<file path="src/rtl/irq2_pkg.sv">
package irq2_pkg;
   localparam int unsigned NUM_BANKS = 2;
   localparam int unsigned ADDR_W    = 3;
   // register slots: each kind occupies NUM_BANKS consecutive addresses
   localparam int unsigned EN_BASE   = 0;
   localparam int unsigned TGL_BASE  = EN_BASE + NUM_BANKS;
   localparam int unsigned ST_BASE   = TGL_BASE + NUM_BANKS;
endpackage

</file>
<file path="src/rtl/irq2_bank.sv">
module irq2_bank #(
   parameter int unsigned DATA_W = 32,
   parameter int unsigned REQ_W  = 16
) (
   input  logic              clk,
   input  logic              rst_n,
   input  logic [DATA_W-1:0] set_i,
   input  logic              en_wr_i,
   input  logic              en_tgl_i,
   input  logic              st_clr_i,
   input  logic [DATA_W-1:0] wdata_i,
   output logic [DATA_W-1:0] status_o,
   output logic [DATA_W-1:0] enable_o,
   output logic [REQ_W-1:0]  req_o
);
   logic [DATA_W-1:0] status_q, enable_q;

   always_ff @(posedge clk) begin
      if (!rst_n) begin
         status_q <= '0;
         enable_q <= '0;
      end else begin
         status_q <= (st_clr_i ? '0 : status_q) | set_i;
         if (en_wr_i)
            enable_q <= wdata_i;
         else if (en_tgl_i)
            enable_q <= enable_q ^ wdata_i;
      end
   end

   assign status_o = status_q;
   assign enable_o = enable_q;
   assign req_o    = status_q[REQ_W-1:0] & enable_q[REQ_W-1:0];
endmodule

</file>
<file path="src/rtl/irq2_regif.sv">
module irq2_regif
   import irq2_pkg::*;
#(
   parameter int unsigned DATA_W = 32
) (
   input  logic              reg_wr_i,
   input  logic              reg_rd_i,
   input  logic [ADDR_W-1:0] reg_addr_i,
   input  logic [DATA_W-1:0] status_i [NUM_BANKS],
   input  logic [DATA_W-1:0] enable_i [NUM_BANKS],
   output logic              en_wr_o  [NUM_BANKS],
   output logic              en_tgl_o [NUM_BANKS],
   output logic              st_clr_o [NUM_BANKS],
   output logic [DATA_W-1:0] rdata_o
);
   for (genvar b = 0; b < NUM_BANKS; b++) begin : g_dec
      assign en_wr_o[b]  = reg_wr_i && (reg_addr_i == ADDR_W'(EN_BASE + b));
      assign en_tgl_o[b] = reg_wr_i && (reg_addr_i == ADDR_W'(TGL_BASE + b));
      assign st_clr_o[b] = reg_rd_i && (reg_addr_i == ADDR_W'(ST_BASE + b));
   end

   always_comb begin
      rdata_o = '0;
      for (int b = 0; b < NUM_BANKS; b++) begin
         if (reg_addr_i == ADDR_W'(EN_BASE + b)) rdata_o = enable_i[b];
         if (reg_addr_i == ADDR_W'(ST_BASE + b)) rdata_o = status_i[b];
      end
   end
endmodule

</file>
<file path="src/rtl/irq2_outstage.sv">
module irq2_outstage #(
   parameter int unsigned REQ_W = 16
) (
   input  logic             clk,
   input  logic             rst_n,
   input  logic [REQ_W-1:0] req_i,
   output logic             fiq_n_o,
   output logic             irq_n_o
);
   always_ff @(posedge clk) begin
      if (!rst_n) begin
         fiq_n_o <= 1'b1;
         irq_n_o <= 1'b1;
      end else begin
         fiq_n_o <= ~req_i[0];
         irq_n_o <= ~(|req_i[REQ_W-1:1]);
      end
   end
endmodule

</file>
<file path="src/rtl/irq2_combiner.sv">
module irq2_combiner
   import irq2_pkg::*;
#(
   parameter int unsigned DATA_W  = 32,
   parameter int unsigned IRQ_TOP = 15
) (
   input  logic              clk,
   input  logic              rst_n,
   input  logic [DATA_W-1:0] set_bank0,
   input  logic [DATA_W-1:0] set_bank1,
   input  logic              reg_wr,
   input  logic              reg_rd,
   input  logic [ADDR_W-1:0] reg_addr,
   input  logic [DATA_W-1:0] reg_wdata,
   output logic [DATA_W-1:0] reg_rdata,
   output logic              fiq_n,
   output logic              irq_n
);
   localparam int unsigned REQ_W = IRQ_TOP + 1;

   if (IRQ_TOP < 1 || IRQ_TOP >= DATA_W) begin : g_bad_top
      $error("irq2_combiner: IRQ_TOP must lie in 1..DATA_W-1");
   end
   if (NUM_BANKS != 2) begin : g_bad_banks
      $error("irq2_combiner: port list assumes exactly two banks");
   end

   logic [DATA_W-1:0] set_vec     [NUM_BANKS];
   logic [DATA_W-1:0] bank_status [NUM_BANKS];
   logic [DATA_W-1:0] bank_enable [NUM_BANKS];
   logic [REQ_W-1:0]  bank_req    [NUM_BANKS];
   logic              en_wr       [NUM_BANKS];
   logic              en_tgl      [NUM_BANKS];
   logic              st_clr      [NUM_BANKS];
   logic [REQ_W-1:0]  req_comb;

   assign set_vec[0] = set_bank0;
   assign set_vec[1] = set_bank1;

   irq2_regif #(.DATA_W(DATA_W)) regif_i (
      .reg_wr_i   (reg_wr),
      .reg_rd_i   (reg_rd),
      .reg_addr_i (reg_addr),
      .status_i   (bank_status),
      .enable_i   (bank_enable),
      .en_wr_o    (en_wr),
      .en_tgl_o   (en_tgl),
      .st_clr_o   (st_clr),
      .rdata_o    (reg_rdata)
   );

   for (genvar b = 0; b < NUM_BANKS; b++) begin : g_bank
      irq2_bank #(.DATA_W(DATA_W), .REQ_W(REQ_W)) bank_i (
         .clk      (clk),
         .rst_n    (rst_n),
         .set_i    (set_vec[b]),
         .en_wr_i  (en_wr[b]),
         .en_tgl_i (en_tgl[b]),
         .st_clr_i (st_clr[b]),
         .wdata_i  (reg_wdata),
         .status_o (bank_status[b]),
         .enable_o (bank_enable[b]),
         .req_o    (bank_req[b])
      );
   end

   always_comb begin
      req_comb = '0;
      for (int b = 0; b < NUM_BANKS; b++) req_comb |= bank_req[b];
   end

   irq2_outstage #(.REQ_W(REQ_W)) out_i (
      .clk     (clk),
      .rst_n   (rst_n),
      .req_i   (req_comb),
      .fiq_n_o (fiq_n),
      .irq_n_o (irq_n)
   );
endmodule

</file>
<file path="config.mk">
export PLATFORM = sky130hd
export DESIGN_NAME = irq2_combiner
export DESIGN_NICKNAME = d
export VERILOG_FILES = /design/src/rtl/irq2_pkg.sv /design/src/rtl/irq2_bank.sv /design/src/rtl/irq2_regif.sv /design/src/rtl/irq2_outstage.sv /design/src/rtl/irq2_combiner.sv
export SDC_FILE = /design/constraint.sdc
export NUM_CORES = 1
export LEC_CHECK = 0
export ABC_AREA = 1
export CORE_ASPECT_RATIO = 1.25
export CORE_MARGIN = 2
export CORE_UTILIZATION = 44
export DETAILED_ROUTE_END_ITERATION = 12
export PLACE_DENSITY = 0.72
export RECOVER_POWER = 50
export SLEW_MARGIN = 20
export SYNTH_ARGS = -nofsm -noshare
export SYNTH_HDL_FRONTEND = slang
export SYNTH_SLANG_ARGS = --single-unit
export TNS_END_PERCENT = 20
</file>
<file path="constraint.sdc">
create_clock -name clk -period 1.66 [get_ports clk]
set_clock_uncertainty 0.15 [all_clocks]
set_input_delay 0.332 -clock clk [delete_from_list [all_inputs] [get_ports clk]]
set_output_delay 0.332 -clock clk [all_outputs]
set_load 0.005 [all_outputs]
</file>
==> reports/metrics.cfg <==
[timing]
tightest_slew_ns = 0.467
max_slew_margin = 0.688
final.period_utilization = 1.14
finalMaxSlewViolations = 0
setup_viol = 32
setup_ws_ns = -0.239
grt_setup_unrepaired = yes
fin_crit_ns = 1.90
fmax_mhz = 527
fin_setup_tns_ns = -4.64
hold_viol_final = 0

[worst_setup_path]
crit_path_max_incr_delay_ns = 0.18
cp.required_ns = 1.18
rr_worst_depth = 8
setup.worst_path.start_class = input pin
rrSetupSlack_ns = 0.38
cp-end-kind = output port
worst-setup-path-type = input pin to output port
crit_chain = buf_8 -> inv_6 -> buf_6 -> nand2_4 -> nor2_4 -> buf_4 -> buf_6 -> nand2_1 -> o2111ai_2 -> buf_2
r2r_start = g_bank[1].bank_i.enable_o[14]$_SDFFE_PN0P_
slowest_stage = nor2_4
path_common_cell = buf_6
critPathArrivalTime_ns = 1.42
reg2reg_to = out_i.irq_n_o$_SDFF_PN1_
cp_max_fo = 5

[run_status]
status = finished with violations
violations = negative setup slack

[clock_tree]
clock_path_buffers = 2
clkLatencyLatePin_ns = 0.40
root_buffer = clkbuf_16
cts_made_buffers = 17
holdBufCountCts = 0
cts.clk_slew.worst_paths_ns = 0.06
tritoncts = built
clock_sinks = 130
htreeDepth = 4

[power]
cellLeakagePower_nw = 3.79
power.total_mw = 8.65
power_per_cell_area_nw_per_um2 = 1000
ir_drop_mv = 0.752

[logic_synthesis]
synth_fp_nets = 999
netlist_area_sq_um = 5910
synth_xor_area_frac = 0
synthFlopType = dfxtp_1
ys_warn_count = 0
synth-seq-cells = 130
synthArstFlopShare = 0
synth_compound_area_frac = 0.130
netlist_instances = 896
ys_seq_area_frac = 0.441
synth_edf_count = 0
synth_top_family_by_area = simple AND/OR/NAND/NOR gates
yosys.area_share.simple = 0.370
muxShareOfSynthArea = 0
syn_avg_cell_area_sq_um = 6.59
synth_cell_types = 19
synthAdderAreaFrac = 0

[place]
place_ws_ns = -0.889
port_buffers = 136
dp_cells = 1198
postPlaceCellArea_sq_um = 7700
gp_congestion = 0.848
dpl.hpwl_mm = 11.8

[min_path]
min_to = g_bank[1].bank_i.status_o[6]$_SDFF_PN0_
min_path_type = input pin to flop
min-delay-start = rst_n
min_path_cells = 3

[global_routing]
antenna_found_initial = 1
grt_max_degree = 40
grt-ovfl-total = 0
grt_pass1_wl_mm = 29.1
grt_pass1_vias = 6080
grt.total_usage = 0.256

[floorplanning]
dieArea_sq_um = 14400
initial_core_util = 0.448
die_w_microns = 108
die-height_microns = 134
coreArea_sq_um = 13200
num_io_pins = 137
rows = 47

[layout]
fin_nets = 1164
fillers = 1179
drive_gt1_frac = 0.170
final_cell_area_sq_um = 8650
fin_cells = 1245
areaGrowthSynthToFinish_pct = 46.4

[flow_run]
cap_viol_max_count = 0

[drt]
dr_wl_met3_microns = 992
drc = 0
wire_per_inst_microns = 14.6
drtIter0Drc = 303
dr.pass1.iters = 5
vias = 6291
ant_nets = 0
viasPerCell = 5.05
met1_length_mm = 7.70
routed.top_layer = met4
drt-total-wl_mm = 18.1
met2_length_mm = 9.10

==> Yosys cell counts (3+ instances only) <==
cell type / count / area, sq um
nand2_1: 341 / 1280
nor2_1: 169 / 634
dfxtp_1: 130 / 2600
a21oi_1: 64 / 320
inv_1: 33 / 124
nor3_1: 32 / 160
o2111ai_1: 32 / 280
o21ai_0: 26 / 130
buf_2: 23 / 115
clkbuf_1: 13 / 48.8
buf_1: 7 / 26.3
nor2_4: 6 / 67.6
o21ai_1: 6 / 30.0
inv_2: 4 / 15.0
nand2_2: 4 / 25.0
buf_4: 3 / 22.5
==> placed cells by master (no fill, tap or decap) <==
cell / n
bufinv_16: 6
nand3_2: 1
buf_2: 33
nor2_1: 169
nand2_4: 4
dfxtp_1: 130
buf_8: 5
o2111ai_1: 1
o21ai_0: 26
nand2_1: 328
nand2_2: 14
a21oi_1: 64
clkinv_2: 3
nor3_1: 32
clkbuf_4: 2
nor2_4: 5
buf_4: 30
clkbuf_8: 3
clkinv_4: 1
o21ai_1: 6
inv_1: 33
buf_6: 11
buf_12: 9
a22o_1: 1
inv_4: 1
clkbuf_1: 1
diode_2: 1
o2111ai_2: 31
clkbuf_16: 17
inv_2: 2
clkdlybuf4s50_1: 98
dlygate4sd2_1: 2
buf_16: 1
inv_6: 1
nor2_2: 1
clkbuf_2: 1
==> worst max-delay path by stage <==
| stage | from | to | slack [ns] | cells past startpoint |
|---|---|---|---|---|
| global route | reg_addr[1] | reg_rdata[11] | -0.29 | 10 |
| floorplan | reg_addr[0] | reg_rdata[11] | 0.10 | 6 |
| global placement | reg_addr[0] | reg_rdata[2] | -0.88 | 7 |
| finish | reg_addr[1] | reg_rdata[19] | -0.24 | 10 |
| detailed placement | reg_addr[2] | reg_rdata[14] | -0.89 | 6 |
| CTS | reg_addr[1] | reg_rdata[3] | -0.22 | 9 |
==> registers in the layout (all words and copies together), names as in the netlist <==
register,cells
out_i.fiq_n_o,1
g_bank.bank_i.status_o,64
g_bank.bank_i.enable_o,64
out_i.irq_n_o,1
==> worst max-delay path, delay by kind of cell <==
family / cells / cell delay, ns
simple gates: 3 / 0.31
compound gates: 1 / 0.09
buf+inv: 6 / 0.69
==> power by group <==
part | internal, mW | switching (mW) | leakage [nW] | total [mW]
Clock | 2.92 | 1.32 | 0.333 | 4.25
Combinational | 0.515 | 0.488 | 2.38 | 1.00
Sequential | 3.30 | 0.105 | 1.07 | 3.40
==> per-layer routing <==
metal  vias to the layer above  GRT usage
met5                         -          0
met1                      2869      0.309
met2                       191      0.449
met4                         0     0.0840
met3                        22     0.0558
li1                       3209          -
==> repair_timing <==
item	in CTS	in global routing
cloned	4	0
setup endpoints to repair	73	32
gates resized for setup	198	19
pin swaps	8	2
buffers inserted	8	3
==> area by class of cell <==
cell class / count / area (sq um) / area share
flip-flops and latches: 130 / 2600 / 0.301
repair buffers: 192 / 1820 / 0.210
well taps: 171 / 214 / 0.0247
clock buffers: 21 / 470 / 0.0544
clock inverters: 10 / 204 / 0.0236
inverters: 37 / 146 / 0.0169
multi-input cells: 683 / 3190 / 0.369
diodes: 1 / 2.50 / 0.000289
==> per-stage QoR <==
| step | util | hold WS (ns) |
|---|---|---|
| final | 0.657 | 0.193 |
| after global placement | 0.585 | 0.315 |
| after global routing | 0.656 | 0.213 |
| after detailed placement | 0.585 | 0.327 |
| after CTS | 0.650 | 0.188 |
| after floorplan | - | 0.299 |
==> cell families (layout without fill, tap and decap cells) <==
logic type | Yosys count | in the layout
other | 0 | 1
AND/OR/NAND/NOR | 554 | 554
buffers and inverters | 83 | 260
flip-flops | 130 | 130
AO/OA/AOI/OAI | 129 | 129
(Power assumes the default switching activity.)
